===== config.mk =====
export PLATFORM = sky130hd
export DESIGN_NAME = dram_strobe_ctrl
export DESIGN_NICKNAME = d
export VERILOG_FILES = /design/src/rtl/dram_ctl_pkg.sv /design/src/rtl/pin_sampler.sv /design/src/rtl/refresh_ctr.sv /design/src/rtl/word_store.sv /design/src/rtl/dram_strobe_ctrl.sv
export SDC_FILE = /design/constraint.sdc
export NUM_CORES = 1
export LEC_CHECK = 0
export ABC_CLOCK_PERIOD_IN_PS = 6180
export CAP_MARGIN = 40
export CORE_AREA = 2 2 269 271
export CTS_CLUSTER_DIAMETER = 60
export DETAILED_ROUTE_END_ITERATION = 7
export DIE_AREA = 0 0 271 273
export DONT_BUFFER_PORTS = 1
export PLACE_DENSITY = 0.8
export SYNTH_ARGS = -nofsm -noshare
export SYNTH_HDL_FRONTEND = slang
export SYNTH_SLANG_ARGS = --single-unit

===== constraint.sdc =====
create_clock -name clk -period 6.18 [get_ports clk]
set_clock_uncertainty 0.15 [all_clocks]
set_input_delay 1.236 -clock clk [delete_from_list [all_inputs] [get_ports clk]]
set_output_delay 1.236 -clock clk [all_outputs]
set_load 0.01 [all_outputs]

===== src/rtl/dram_ctl_pkg.sv =====
package dram_ctl_pkg;

  typedef enum logic [2:0] {
    K_NONE  = 3'd0,
    K_READ  = 3'd1,
    K_EWR   = 3'd2,
    K_LWR   = 3'd3,
    K_RMW   = 3'd4,
    K_RONLY = 3'd5,
    K_CBR   = 3'd6,
    K_PEND  = 3'd7
  } cyc_kind_e;

  typedef enum logic [1:0] {
    S_IDLE = 2'd0,
    S_ROW  = 2'd1,
    S_CBR  = 2'd2
  } row_state_e;

  typedef struct packed {
    logic ras_n;
    logic lcas_n;
    logic ucas_n;
    logic we_n;
    logic oe_n;
  } strobe_t;

endpackage


===== src/rtl/pin_sampler.sv =====
module pin_sampler
  import dram_ctl_pkg::*;
#(
  parameter int ADDR_W = 9,
  parameter int DATA_W = 16
) (
  input  logic              clk,
  input  logic              rst_n,
  input  logic              ras_n,
  input  logic              lcas_n,
  input  logic              ucas_n,
  input  logic              we_n,
  input  logic              oe_n,
  input  logic [ADDR_W-1:0] addr,
  input  logic [DATA_W-1:0] din,
  output strobe_t           cur,
  output logic [ADDR_W-1:0] cur_addr,
  output logic [DATA_W-1:0] cur_din,
  output logic              prv_ras_n,
  output logic              prv_lcas_n,
  output logic              prv_ucas_n
);

  always_ff @(posedge clk or negedge rst_n) begin
    if (!rst_n) begin
      cur        <= '1;
      cur_addr   <= '0;
      cur_din    <= '0;
      prv_ras_n  <= 1'b1;
      prv_lcas_n <= 1'b1;
      prv_ucas_n <= 1'b1;
    end else begin
      cur        <= '{ras_n: ras_n, lcas_n: lcas_n, ucas_n: ucas_n,
                      we_n: we_n, oe_n: oe_n};
      cur_addr   <= addr;
      cur_din    <= din;
      prv_ras_n  <= cur.ras_n;
      prv_lcas_n <= cur.lcas_n;
      prv_ucas_n <= cur.ucas_n;
    end
  end

endmodule


===== src/rtl/refresh_ctr.sv =====
module refresh_ctr #(
  parameter int REF_W = 9
) (
  input  logic             clk,
  input  logic             rst_n,
  input  logic             inc,
  output logic [REF_W-1:0] cnt
);

  logic [REF_W-1:0] cnt_d;

  always_comb begin
    cnt_d = cnt;
    if (inc) cnt_d = cnt + 1'b1;
  end

  always_ff @(posedge clk or negedge rst_n) begin
    if (!rst_n) cnt <= '0;
    else        cnt <= cnt_d;
  end

endmodule


===== src/rtl/word_store.sv =====
module word_store #(
  parameter int IDX_W  = 6,
  parameter int DATA_W = 16
) (
  input  logic              clk,
  input  logic              wr_en,
  input  logic [1:0]        be,
  input  logic [IDX_W-1:0]  idx,
  input  logic [DATA_W-1:0] wdata,
  output logic [DATA_W-1:0] rdata
);

  localparam int LANE_W = DATA_W / 2;
  localparam int DEPTH  = 1 << IDX_W;

  for (genvar g = 0; g < 2; g++) begin : g_lane
    logic [LANE_W-1:0] mem [DEPTH];

    always_ff @(posedge clk) begin
      if (wr_en && be[g]) mem[idx] <= wdata[g*LANE_W +: LANE_W];
    end

    assign rdata[g*LANE_W +: LANE_W] = mem[idx];
  end

endmodule


===== src/rtl/dram_strobe_ctrl.sv =====
module dram_strobe_ctrl
  import dram_ctl_pkg::*;
#(
  parameter int ADDR_W    = 9,
  parameter int DATA_W    = 16,
  parameter int ARR_ROW_W = 3,
  parameter int ARR_COL_W = 3
) (
  input  logic              clk,
  input  logic              rst_n,
  input  logic              ras_n,
  input  logic              lcas_n,
  input  logic              ucas_n,
  input  logic              we_n,
  input  logic              oe_n,
  input  logic [ADDR_W-1:0] addr,
  input  logic [DATA_W-1:0] din,
  output logic [DATA_W-1:0] dout,
  output logic [1:0]        dout_en,
  output logic [2:0]        dbg_kind,
  output logic [ADDR_W-1:0] dbg_row,
  output logic [ADDR_W-1:0] dbg_col
);

  localparam int REF_W = ADDR_W;
  localparam int IDX_W = ARR_ROW_W + ARR_COL_W;

  strobe_t           cur;
  logic [ADDR_W-1:0] cur_addr;
  logic [DATA_W-1:0] cur_din;
  logic              prv_ras_n, prv_lcas_n, prv_ucas_n;

  pin_sampler #(.ADDR_W(ADDR_W), .DATA_W(DATA_W)) u_smp (
    .clk(clk), .rst_n(rst_n),
    .ras_n(ras_n), .lcas_n(lcas_n), .ucas_n(ucas_n), .we_n(we_n), .oe_n(oe_n),
    .addr(addr), .din(din),
    .cur(cur), .cur_addr(cur_addr), .cur_din(cur_din),
    .prv_ras_n(prv_ras_n), .prv_lcas_n(prv_lcas_n), .prv_ucas_n(prv_ucas_n)
  );

  // merged column strobe: active while any byte strobe is low
  logic cas_act, cas_was, cas_fall, ras_fall;
  assign cas_act  = ~cur.lcas_n | ~cur.ucas_n;
  assign cas_was  = ~prv_lcas_n | ~prv_ucas_n;
  assign cas_fall = cas_act & ~cas_was;
  assign ras_fall = ~cur.ras_n & prv_ras_n;

  logic             ref_inc;
  logic [REF_W-1:0] ref_cnt;

  refresh_ctr #(.REF_W(REF_W)) u_ref (
    .clk(clk), .rst_n(rst_n), .inc(ref_inc), .cnt(ref_cnt)
  );

  row_state_e        state_q, state_d;
  cyc_kind_e         kind_q, kind_d;
  logic [ADDR_W-1:0] row_q, row_d, col_q, col_d;
  logic              rd_q, rd_d, wr_q, wr_d;
  logic [DATA_W-1:0] dout_q, dout_d;

  logic              col_acc, new_col, eff_rd, eff_wr, wr_go, rd_go;
  logic [ADDR_W-1:0] col_use;
  logic [IDX_W-1:0]  idx;
  logic [DATA_W-1:0] rdata;

  always_comb begin
    ref_inc = ras_fall & cas_act;
    col_acc = (state_q == S_ROW) & ~cur.ras_n & cas_act;
    new_col = col_acc & cas_fall;
    eff_rd  = new_col ? 1'b0 : rd_q;
    eff_wr  = new_col ? 1'b0 : wr_q;
    wr_go   = col_acc & ~cur.we_n & ~eff_wr;
    rd_go   = col_acc & cur.we_n & ~cur.oe_n & ~eff_rd & ~eff_wr;
    col_use = new_col ? cur_addr : col_q;
    col_d   = col_use;
    idx     = {row_q[ARR_ROW_W-1:0], col_use[ARR_COL_W-1:0]};

    state_d = state_q;
    if (cur.ras_n)     state_d = S_IDLE;
    else if (ras_fall) state_d = cas_act ? S_CBR : S_ROW;

    row_d = row_q;
    if (ras_fall) row_d = cas_act ? ref_cnt : cur_addr;

    kind_d = kind_q;
    if (ras_fall)     kind_d = cas_act ? K_CBR : K_RONLY;
    else if (wr_go)   kind_d = new_col ? K_EWR : (eff_rd ? K_RMW : K_LWR);
    else if (rd_go)   kind_d = K_READ;
    else if (new_col) kind_d = K_PEND;

    rd_d = rd_q;
    if (!cas_act)     rd_d = 1'b0;
    else if (rd_go)   rd_d = 1'b1;
    else if (new_col) rd_d = 1'b0;

    wr_d = wr_q;
    if (!cas_act)     wr_d = 1'b0;
    else if (wr_go)   wr_d = 1'b1;
    else if (new_col) wr_d = 1'b0;

    dout_d = dout_q;
    if (rd_go) dout_d = rdata;
  end

  word_store #(.IDX_W(IDX_W), .DATA_W(DATA_W)) u_mem (
    .clk(clk), .wr_en(wr_go), .be({~cur.ucas_n, ~cur.lcas_n}),
    .idx(idx), .wdata(cur_din), .rdata(rdata)
  );

  always_ff @(posedge clk or negedge rst_n) begin
    if (!rst_n) begin
      state_q <= S_IDLE;
      kind_q  <= K_NONE;
      row_q   <= '0;
      col_q   <= '0;
      rd_q    <= 1'b0;
      wr_q    <= 1'b0;
      dout_q  <= '0;
    end else begin
      state_q <= state_d;
      kind_q  <= kind_d;
      row_q   <= row_d;
      col_q   <= col_d;
      rd_q    <= rd_d;
      wr_q    <= wr_d;
      dout_q  <= dout_d;
    end
  end

  assign dout     = dout_q;
  assign dout_en  = {2{rd_q & ~cur.oe_n & cur.we_n}} & {~cur.ucas_n, ~cur.lcas_n};
  assign dbg_kind = kind_q;
  assign dbg_row  = row_q;
  assign dbg_col  = col_q;

endmodule


==> metrics.md, run 1 <==
| Metric | Value |
|---|---|
| Vias per cell | between 7 and 8 |
| Hold Path Class | in2async |
| Vias | 26300 |
| Finish-stage setup viols | 0 |
| Die extent in x | approximately 270 um |
| ANT nets after route | 0 |
| Count of state elements after synthesis | 1107 |
| FFs w/ async S/R, synth | 0.0750 |
| Drt wl/cell | 29.8 um |
| Gate count of the mapped netlist | roughly 2700 |
| Post-route fraction of the period consumed by the critical path | 0.779 |
| Distinct cells, synth | 55 |
| RePlAce Congestion | 0.850 |
| Internal portion of total power | 12.1 mW |
| Placement Rows | 98 |
| Syn avg cell area | around 16 sq um |
| Root Driver | sky130_fd_sc_hd__clkbuf_16 |
| Starting utilization of the core area | 0.604 |
| Clock-pin slew on the worst setup and hold paths | ~0.070 ns |
| Largest delay contributor family on the critical path | simple AND/OR/NAND/NOR gates |
| Clock network latency to the later pin of the worst-skew pair | 0.68 ns |
| Worst setup margin | ~1.4 ns |
| Power after layout | 16.0 mW |
| Post CTS Setup Buffer Count | 0 |
| Total count of max-transition violations in the final report | 0 |
| Number of global-route vias before repair | 25600 |
| Proportion of layout cells with a drive suffix above 1 | 0.103 |
| Post-Place Setup Slack | 1.45 ns |
| Top flip-flop cell by instance count after synthesis | sky130_fd_sc_hd__edfxtp_1 |
| Initial antenna violation count | 8 |
| Num Clock Sinks | 1107 |
| Number of ports placed on the die boundary | 71 |
| Lkg Pwr | ~16 nW |
| Critical-path maximum fanout | 56 |
| Footprint of the multi-input gates | 9350 sq um |
| Max-cap check violation count | 0 |
| Cells resized by post-CTS repair | 0 |
| Switching share of power | 0.243 |
| HPWL after DPL | 65600 um |
| Worst path max stage delay | ~0.79 ns |
| Deepest clock path buffer count | 3 |
| Type of element launching the critical path | register |
| Count of buffering cells on the critical path with inverters included | 1 |
| First-pass GRT wire length | 163000 um |
| Unrepaired setup endpoints after global routing | no |
| Clock tree from TritonCTS | built |
| CTS hold repair buffers | 0 |
| Final Instance Count excl. Fillers | roughly 3700 |
| Switching power summed over all nets | 3.90 mW |
| Placed Cells incl. Taps | 3511 |
| Final Routed Wirelength | 111000 um |
| Number of I/O port buffers | 0 |
| Global router's overall resource usage | 0.296 |
| Combinational fraction of design power | 0.097 |
| Final Critical Period | between 4 and 5 ns |
| Critical Path Slowest Stage Cell | sky130_fd_sc_hd__mux2_4 |
| Die area | 74000 sq um |
| Max H-tree Level | 3 |
| Count of fill cells added during filler insertion | about 4400 |
| Worst setup path category | reg2reg |
| Seq pwr share | 0.526 |
| Area of the mapped netlist | 42900 sq um |
| Reg-to-Reg Start | u_smp.prv_lcas_n$_DFF_PN1_ |
| CP cell instances | and2_1, nand3_4, mux2_4, buf_4, a22o_1, a221oi_2, a31oi_1, or4_1, o32a_1 |
| Area growth from synthesis to layout | 11.1% |
| Source of the critical timing path | u_smp.prv_lcas_n$_DFF_PN1_ |
| Post-synth net total | 2708 |
| Number of buffers inserted during clock tree synthesis | 103 |
| DRC Markers | 0 |
| Setup tns final | 0 ns |
| CORE AREA | 71000 sq um |
| Worst ir drop on vdd | 0.326 mV |
| Layout Nets | 2706 |
| Result of the run | complete, no violations |
| Register Area | 32900 sq um |
| Power share of the clock group | 0.377 |
| Sequential-to-total area share from yosys stat | 0.765 |
| Total of warnings raised by yosys | 0 |
| Crit path required time | 6.59 ns |
| Worst endpoint data arrival time | ~5.2 ns |
| Worst R2R Setup Slack | between 1 and 1.5 ns |
| Maximum number of pins on one net before global-route repair | just under 100 |
| Max-slew headroom at the worst pin | 0.276 |
| Core occupancy in the finished layout | 0.672 |
| First-pass iteration count of the detailed router | 6 |
| CP Capture Type | register |
| Hold Vio Cnt, Final | 0 |
| Maximum frequency from static timing analysis | 208 MHz |
| Starting DRC count in detailed routing | 4193 |
| Total congestion overflow after global routing | 0 |
| Number of synthesized flops with an enable pin | 1024 |
| Transition time of the tightest slew-check pin | 1.06 ns |
| Total power density per cell area | 336 nW/um^2 |
| Die outline height | approximately 270 um |
[stage by stage]
stage / area, sq um / hold slack [ns]
after global placement: 43900 / 0.226
after global routing: 47700 / 0.102
final: 47700 / 0.128
after CTS: 47600 / 0.0862
after floorplan: 42900 / 0.222
after detailed placement: 44400 / 0.237
[per-layer routing]
metal  GRT usage  vias up  part of all wire
li1            -    10800                 -
met1       0.395    13100              0.36
met2       0.470     2045              0.48
met3      0.0743      365              0.13
met4       0.120        4             0.041
met5           0        -           0.00021
[kinds of logic (layout without fill, tap and decap cells)]
group | after synthesis | after routing | synth area share
flops | 1107 | 1107 | 0.765
compound gates | 645 | 645 | 0.111
buf+inv | 216 | 298 | 0.0208
xor+xnor | 8 | 8 | 0.00163
other cells | 0 | 6 | 0
fa+ha+maj | 1 | 1 | 0.000292
simple gates | 510 | 510 | 0.0571
mux | 188 | 188 | 0.0442
[state kept, by name (all words and copies together), names as in the netlist, 3 cells and up]
name,count
u_mem.g_lane.mem,1024
u_ref.cnt,9
u_smp.cur,5
dbg_kind,3
dbg_col,9
dbg_row,9
u_smp.cur_addr,9
dout,16
u_smp.cur_din,16
[layout make-up]
| type | count | area share |
|---|---|---|
| Tap cell | 950 | 0.0249 |
| Clock buffer | 137 | 0.0580 |
| Multi-Input combinational cell | 1352 | 0.196 |
| Inverter | 23 | 0.00181 |
| Sequential cell | 1107 | 0.689 |
| Timing Repair Buffer | 86 | 0.0210 |
| Clock inverter | 52 | 0.00895 |
| Antenna cell | 6 | 0.000315 |
[power by group through the flow]
stage                     logic (mW)  clock network, mW  registers, mW
after floorplan                0.884                  0           8.53
after global placement          1.33                  0           8.62
after detailed placement        1.48                  0           8.58
after CTS                       1.50               6.06           8.43
after global routing            1.61               6.34           8.43
final                           1.55               6.04           8.43
[synthesized netlist by cell type (all sizes together), types with 5 or more instances]
cell / count / share of area
edfxtp: 1024 / 0.72
mux2i: 182 / 0.043
nor2: 164 / 0.014
nand2: 146 / 0.013
a22oi: 132 / 0.023
clkbuf: 109 / 0.0095
o22ai: 94 / 0.014
a22o: 90 / 0.018
buf: 84 / 0.0092
dfrtp: 75 / 0.044
o21ai: 59 / 0.0069
a21oi: 55 / 0.0064
a221oi: 54 / 0.012
a31oi: 54 / 0.0079
a41oi: 54 / 0.011
nor4: 52 / 0.0076
nor3: 26 / 0.0030
nand2b: 24 / 0.0035
nand4: 23 / 0.0034
inv: 22 / 0.0019
a311oi: 19 / 0.0039
o2111ai: 19 / 0.0039
nand3: 18 / 0.0021
nand4b: 17 / 0.0035
and4b: 9 / 0.0021
dfstp: 8 / 0.0049
and2: 7 / 0.0010
nor2b: 7 / 0.0010
mux2: 6 / 0.0017
or3: 6 / 0.00087
xnor2: 6 / 0.0012
and3: 5 / 0.00073
o32a: 5 / 0.0012
[cells in the final DEF, fill, tap and decap left out, types with 53 or more instances in the layout]
cell type | Yosys | final
sky130_fd_sc_hd__buf_4 | 2 | 53
sky130_fd_sc_hd__clkbuf_16 | 0 | 105
sky130_fd_sc_hd__nand2_1 | 146 | 146
sky130_fd_sc_hd__a22oi_1 | 132 | 132
sky130_fd_sc_hd__mux2i_1 | 181 | 174
sky130_fd_sc_hd__dfrtp_1 | 75 | 59
sky130_fd_sc_hd__o22ai_1 | 94 | 94
sky130_fd_sc_hd__a22o_1 | 90 | 90
sky130_fd_sc_hd__edfxtp_1 | 1024 | 1024
sky130_fd_sc_hd__o21ai_0 | 59 | 59
sky130_fd_sc_hd__a41oi_1 | 54 | 54
sky130_fd_sc_hd__nor2_1 | 164 | 163
[final timing paths]
check                                             end  cells past startpoint
max                              dout[15]$_DFFE_PN0P_                      9
min                               dout[9]$_DFFE_PN0P_                      0
max reg2reg                      dout[15]$_DFFE_PN0P_                      9
min reg2reg                u_smp.prv_ucas_n$_DFF_PN1_                      0
max in group asynchronous  u_smp.prv_ucas_n$_DFF_PN1_                      0
min in group clk           u_smp.prv_ucas_n$_DFF_PN1_                      0
No activity file was read; power rests on OpenSTA's default activity.
==> run 2, diff against run 1 <==
Settings changed: ABC_CLOCK_PERIOD_IN_PS 6180 to 4400, CORE_AREA 2 2 269 271 to 2 2 278 280, DIE_AREA 0 0 271 273 to 0 0 280 282, PLACE_DENSITY 0.8 to 0.79.
Clock period 6.18 ns to 4.4 ns, I/O delays scaled along.
==> run 2 against run 1 <==
  * Maximum frequency increased by 23%
  * Sequential cell count unchanged
  * Hold slack worse by 0.066 ns
  * Non-clock buffer count rose by 69
  * Clock-buffer cell count is 4 higher
  * Clock power is 48% higher
  * Global-route usage shrank 0.92 points
  * First-iteration DRC count rose by 1.3%
  * Critical path depth unchanged
  * Combinational power up 49%
  * Highest routed layer unchanged
  * Core utilization down 3.2 points
  * Register-to-register slack got worse by 0.89 ns
==> metrics.md, run 2 (synthesis gave the netlist of run 1 again) <==
| Metric | Value |
|---|---|
| Result of the run | complete, no violations |
| Placement Rows | 101 (+3.1%) |
| Internal portion of total power | 17.4 mW (+44%) |
| Transition time of the tightest slew-check pin | 0.987 ns (-0.0780 ns) |
| Clock network latency to the later pin of the worst-skew pair | 0.69 ns (about the same) |
| Number of ports placed on the die boundary | 71 (unchanged) |
| Reg-to-Reg Start | u_smp.cur_addr[2]$_DFF_PN0_ |
| Combinational fraction of design power | 0.100 (+0.003) |
| HPWL after DPL | 69900 um (+6.5%) |
| Vias | 26600 (+0.99%) |
| Hold Path Class | in2reg |
| Deepest clock path buffer count | 3 (unchanged) |
| Total congestion overflow after global routing | 0 (unchanged) |
| Global router's overall resource usage | 0.286 (-0.00924) |
| Critical-path maximum fanout | 26 (-54%) |
| Unrepaired setup endpoints after global routing | no |
| Power share of the clock group | 0.388 (+0.011) |
| Starting utilization of the core area | 0.567 (-0.0375) |
| Drt wl/cell | 29.8 um (about the same) |
| Seq pwr share | 0.512 (-0.014) |
| CORE AREA | 75700 sq um (+6.6%) |
| Post-route fraction of the period consumed by the critical path | 0.893 (+0.114) |
| Die extent in x | 280 um (+3.3%) |
| Lkg Pwr | 16.4 nW (+2.9%) |
| Cells resized by post-CTS repair | 0 (unchanged) |
| Total power density per cell area | 477 nW/um^2 (+42%) |
| Number of I/O port buffers | 0 (unchanged) |
| Source of the critical timing path | u_smp.cur_addr[2]$_DFF_PN0_ |
| Final Routed Wirelength | 114000 um (+2.8%) |
| Post CTS Setup Buffer Count | 0 (unchanged) |
| Area growth from synthesis to layout | 12.8% |
| Total count of max-transition violations in the final report | 0 (unchanged) |
| Switching power summed over all nets | 5.66 mW (+45%) |
| Vias per cell | 6.97 (-1.7%) |
| Worst setup path category | reg2reg |
| Worst Hold Slack | 0.0619 ns (-0.0657 ns) |
| Number of global-route vias before repair | 25900 (+1.0%) |
| Maximum number of pins on one net before global-route repair | 84 (-15%) |
| Power after layout | 23.1 mW (+44%) |
| First-pass iteration count of the detailed router | 8 (+2) |
| Proportion of layout cells with a drive suffix above 1 | 0.128 (+0.0250) |
| Layout Nets | 2777 (+2.6%) |
| DRC Markers | 0 (unchanged) |
| Setup tns final | 0 ns (unchanged) |
| Largest reg by FF count | u_mem.g_lane.mem |
| Worst ir drop on vdd | 0.357 mV (+9.8%) |
| Commonest cells after routing, fill and taps aside | 1024 x sky130_fd_sc_hd__edfxtp_1, 177 x sky130_fd_sc_hd__mux2i_1, 163 x sky130_fd_sc_hd__nor2_1 |
| Maximum frequency from static timing analysis | 254 MHz (+23%) |
| Worst endpoint data arrival time | 4.38 ns (-0.84 ns) |
| RePlAce Congestion | 0.902 (+6.1%) |
| Root Driver | sky130_fd_sc_hd__clkbuf_16 |
| Number of buffers inserted during clock tree synthesis | 105 (+1.9%) |
| Max-cap check violation count | 0 (unchanged) |
| CP Capture Type | register |
| Hold Vio Cnt, Final | 0 (unchanged) |
| Clock-pin slew on the worst setup and hold paths | 0.07 ns (about the same) |
| Crit path required time | 4.85 ns (-1.74 ns) |
| Starting DRC count in detailed routing | 4248 (+1.3%) |
| Switching share of power | 0.245 (+0.00168) |
| Initial antenna violation count | 10 (+2) |
| Final Critical Period | 3.93 ns (-0.885 ns) |
| ANT nets after route | 0 (unchanged) |
| Depth of the worst register-to-register path | 9 (unchanged) |
| Type of element launching the critical path | register |
| Max-slew headroom at the worst pin | 0.342 (+0.0660) |
| Die outline height | 282 um (+3.3%) |
| Finish-stage setup viols | 0 (unchanged) |
| Worst setup path end | dout[4]$_DFFE_PN0P_ |
| First-pass GRT wire length | 167000 um (+2.6%) |
| Clock tree from TritonCTS | built |
| Num Clock Sinks | 1107 (unchanged) |
| Most common library cell in the layout ignoring fill and taps | sky130_fd_sc_hd__edfxtp_1 |
| Max H-tree Level | 3 (unchanged) |
| Capturing point of the worst reg2reg path | dout[4]$_DFFE_PN0P_ |
| Worst R2R Setup Slack | 0.47 ns (-0.89 ns) |
| Flip-flop count of the largest register after layout | 1024 (unchanged) |
| CTS hold repair buffers | 2 (+2) |
| Die area | 79000 sq um (+6.7%) |
-- run 2: changes by cell type in the layout (fill, tap and decap cells not counted), moves of 4 or more --
cell,previous run,this run
sky130_fd_sc_hd__buf_12,13,20
sky130_fd_sc_hd__bufinv_16,5,9
sky130_fd_sc_hd__clkinv_1,21,16
sky130_fd_sc_hd__buf_16,8,2
sky130_fd_sc_hd__buf_4,53,130
-- run 2: metal layers --
metal	track usage	wire, um
met2	0.449	53000
met4	0.102	4110
met5	0.00855	122
met3	0.0790	15300
met1	0.388	41200
-- run 2: power groups by stage --
stage | sequential [mW] | combinational [mW] | clock, mW
after floorplan | 12.0 | 1.24 | 0
after global placement | 12.1 | 2.04 | 0
after detailed placement | 12.0 | 2.18 | 0
after CTS | 11.8 | 2.22 | 8.98
after global routing | 11.8 | 2.38 | 9.38
final | 11.8 | 2.31 | 8.96
-- run 2: worst min path at each step --
stage | from | end | slack [ns] | cells after the start
3_5_place_dp | u_smp.cur[2]$_DFF_PN1_ | u_smp.prv_ucas_n$_DFF_PN1_ | 0.24 | 0
4_1_cts | din[4] | u_smp.cur_din[4]$_DFF_PN0_ | 0.04 | 0
6_report | din[3] | u_smp.cur_din[3]$_DFF_PN0_ | 0.06 | 0
5_1_grt | din[6] | u_smp.cur_din[6]$_DFF_PN0_ | 0.04 | 0
3_3_place_gp | u_smp.cur[2]$_DFF_PN1_ | u_smp.prv_ucas_n$_DFF_PN1_ | 0.23 | 0
2_1_floorplan | u_smp.cur[2]$_DFF_PN1_ | u_smp.prv_ucas_n$_DFF_PN1_ | 0.22 | 0
-- run 2: worst max-delay path, cell delays in order (launching register included) --
cell and delay (ns):
sky130_fd_sc_hd__dfrtp_1 0.97, sky130_fd_sc_hd__nor2b_1 0.22, sky130_fd_sc_hd__buf_4 0.20, sky130_fd_sc_hd__nand2_1 0.13, sky130_fd_sc_hd__mux2_2 0.60, sky130_fd_sc_hd__o2111ai_1 0.38
sky130_fd_sc_hd__nor3_1 0.12, sky130_fd_sc_hd__o22ai_1 0.63, sky130_fd_sc_hd__and4b_1 0.32, sky130_fd_sc_hd__a21oi_1 0.16
-- run 2: stage by stage --
step | setup slack, ns | area [sq um] | instances | utilization
after floorplan | 1.21 | 42900 | 2675 | -
after global placement | 0.717 | 44600 | 3594 | 0.590
after detailed placement | 0.657 | 44900 | 3612 | 0.593
after CTS | 0.682 | 48400 | 3812 | 0.639
after global routing | 0.431 | 48400 | 3813 | 0.639
final | 0.470 | 48400 | 3816 | 0.639
-- run 2: area by class of cell --
cell class	instances	area, sq um
flip-flops and latches	1107	32900
fillers	4868	27300
multi-input cells	1352	9320
clock buffers	141	2860
repair buffers	155	1470
well taps	978	1220
clock inverters	57	584
inverters	23	86.3
diodes	3	7.51
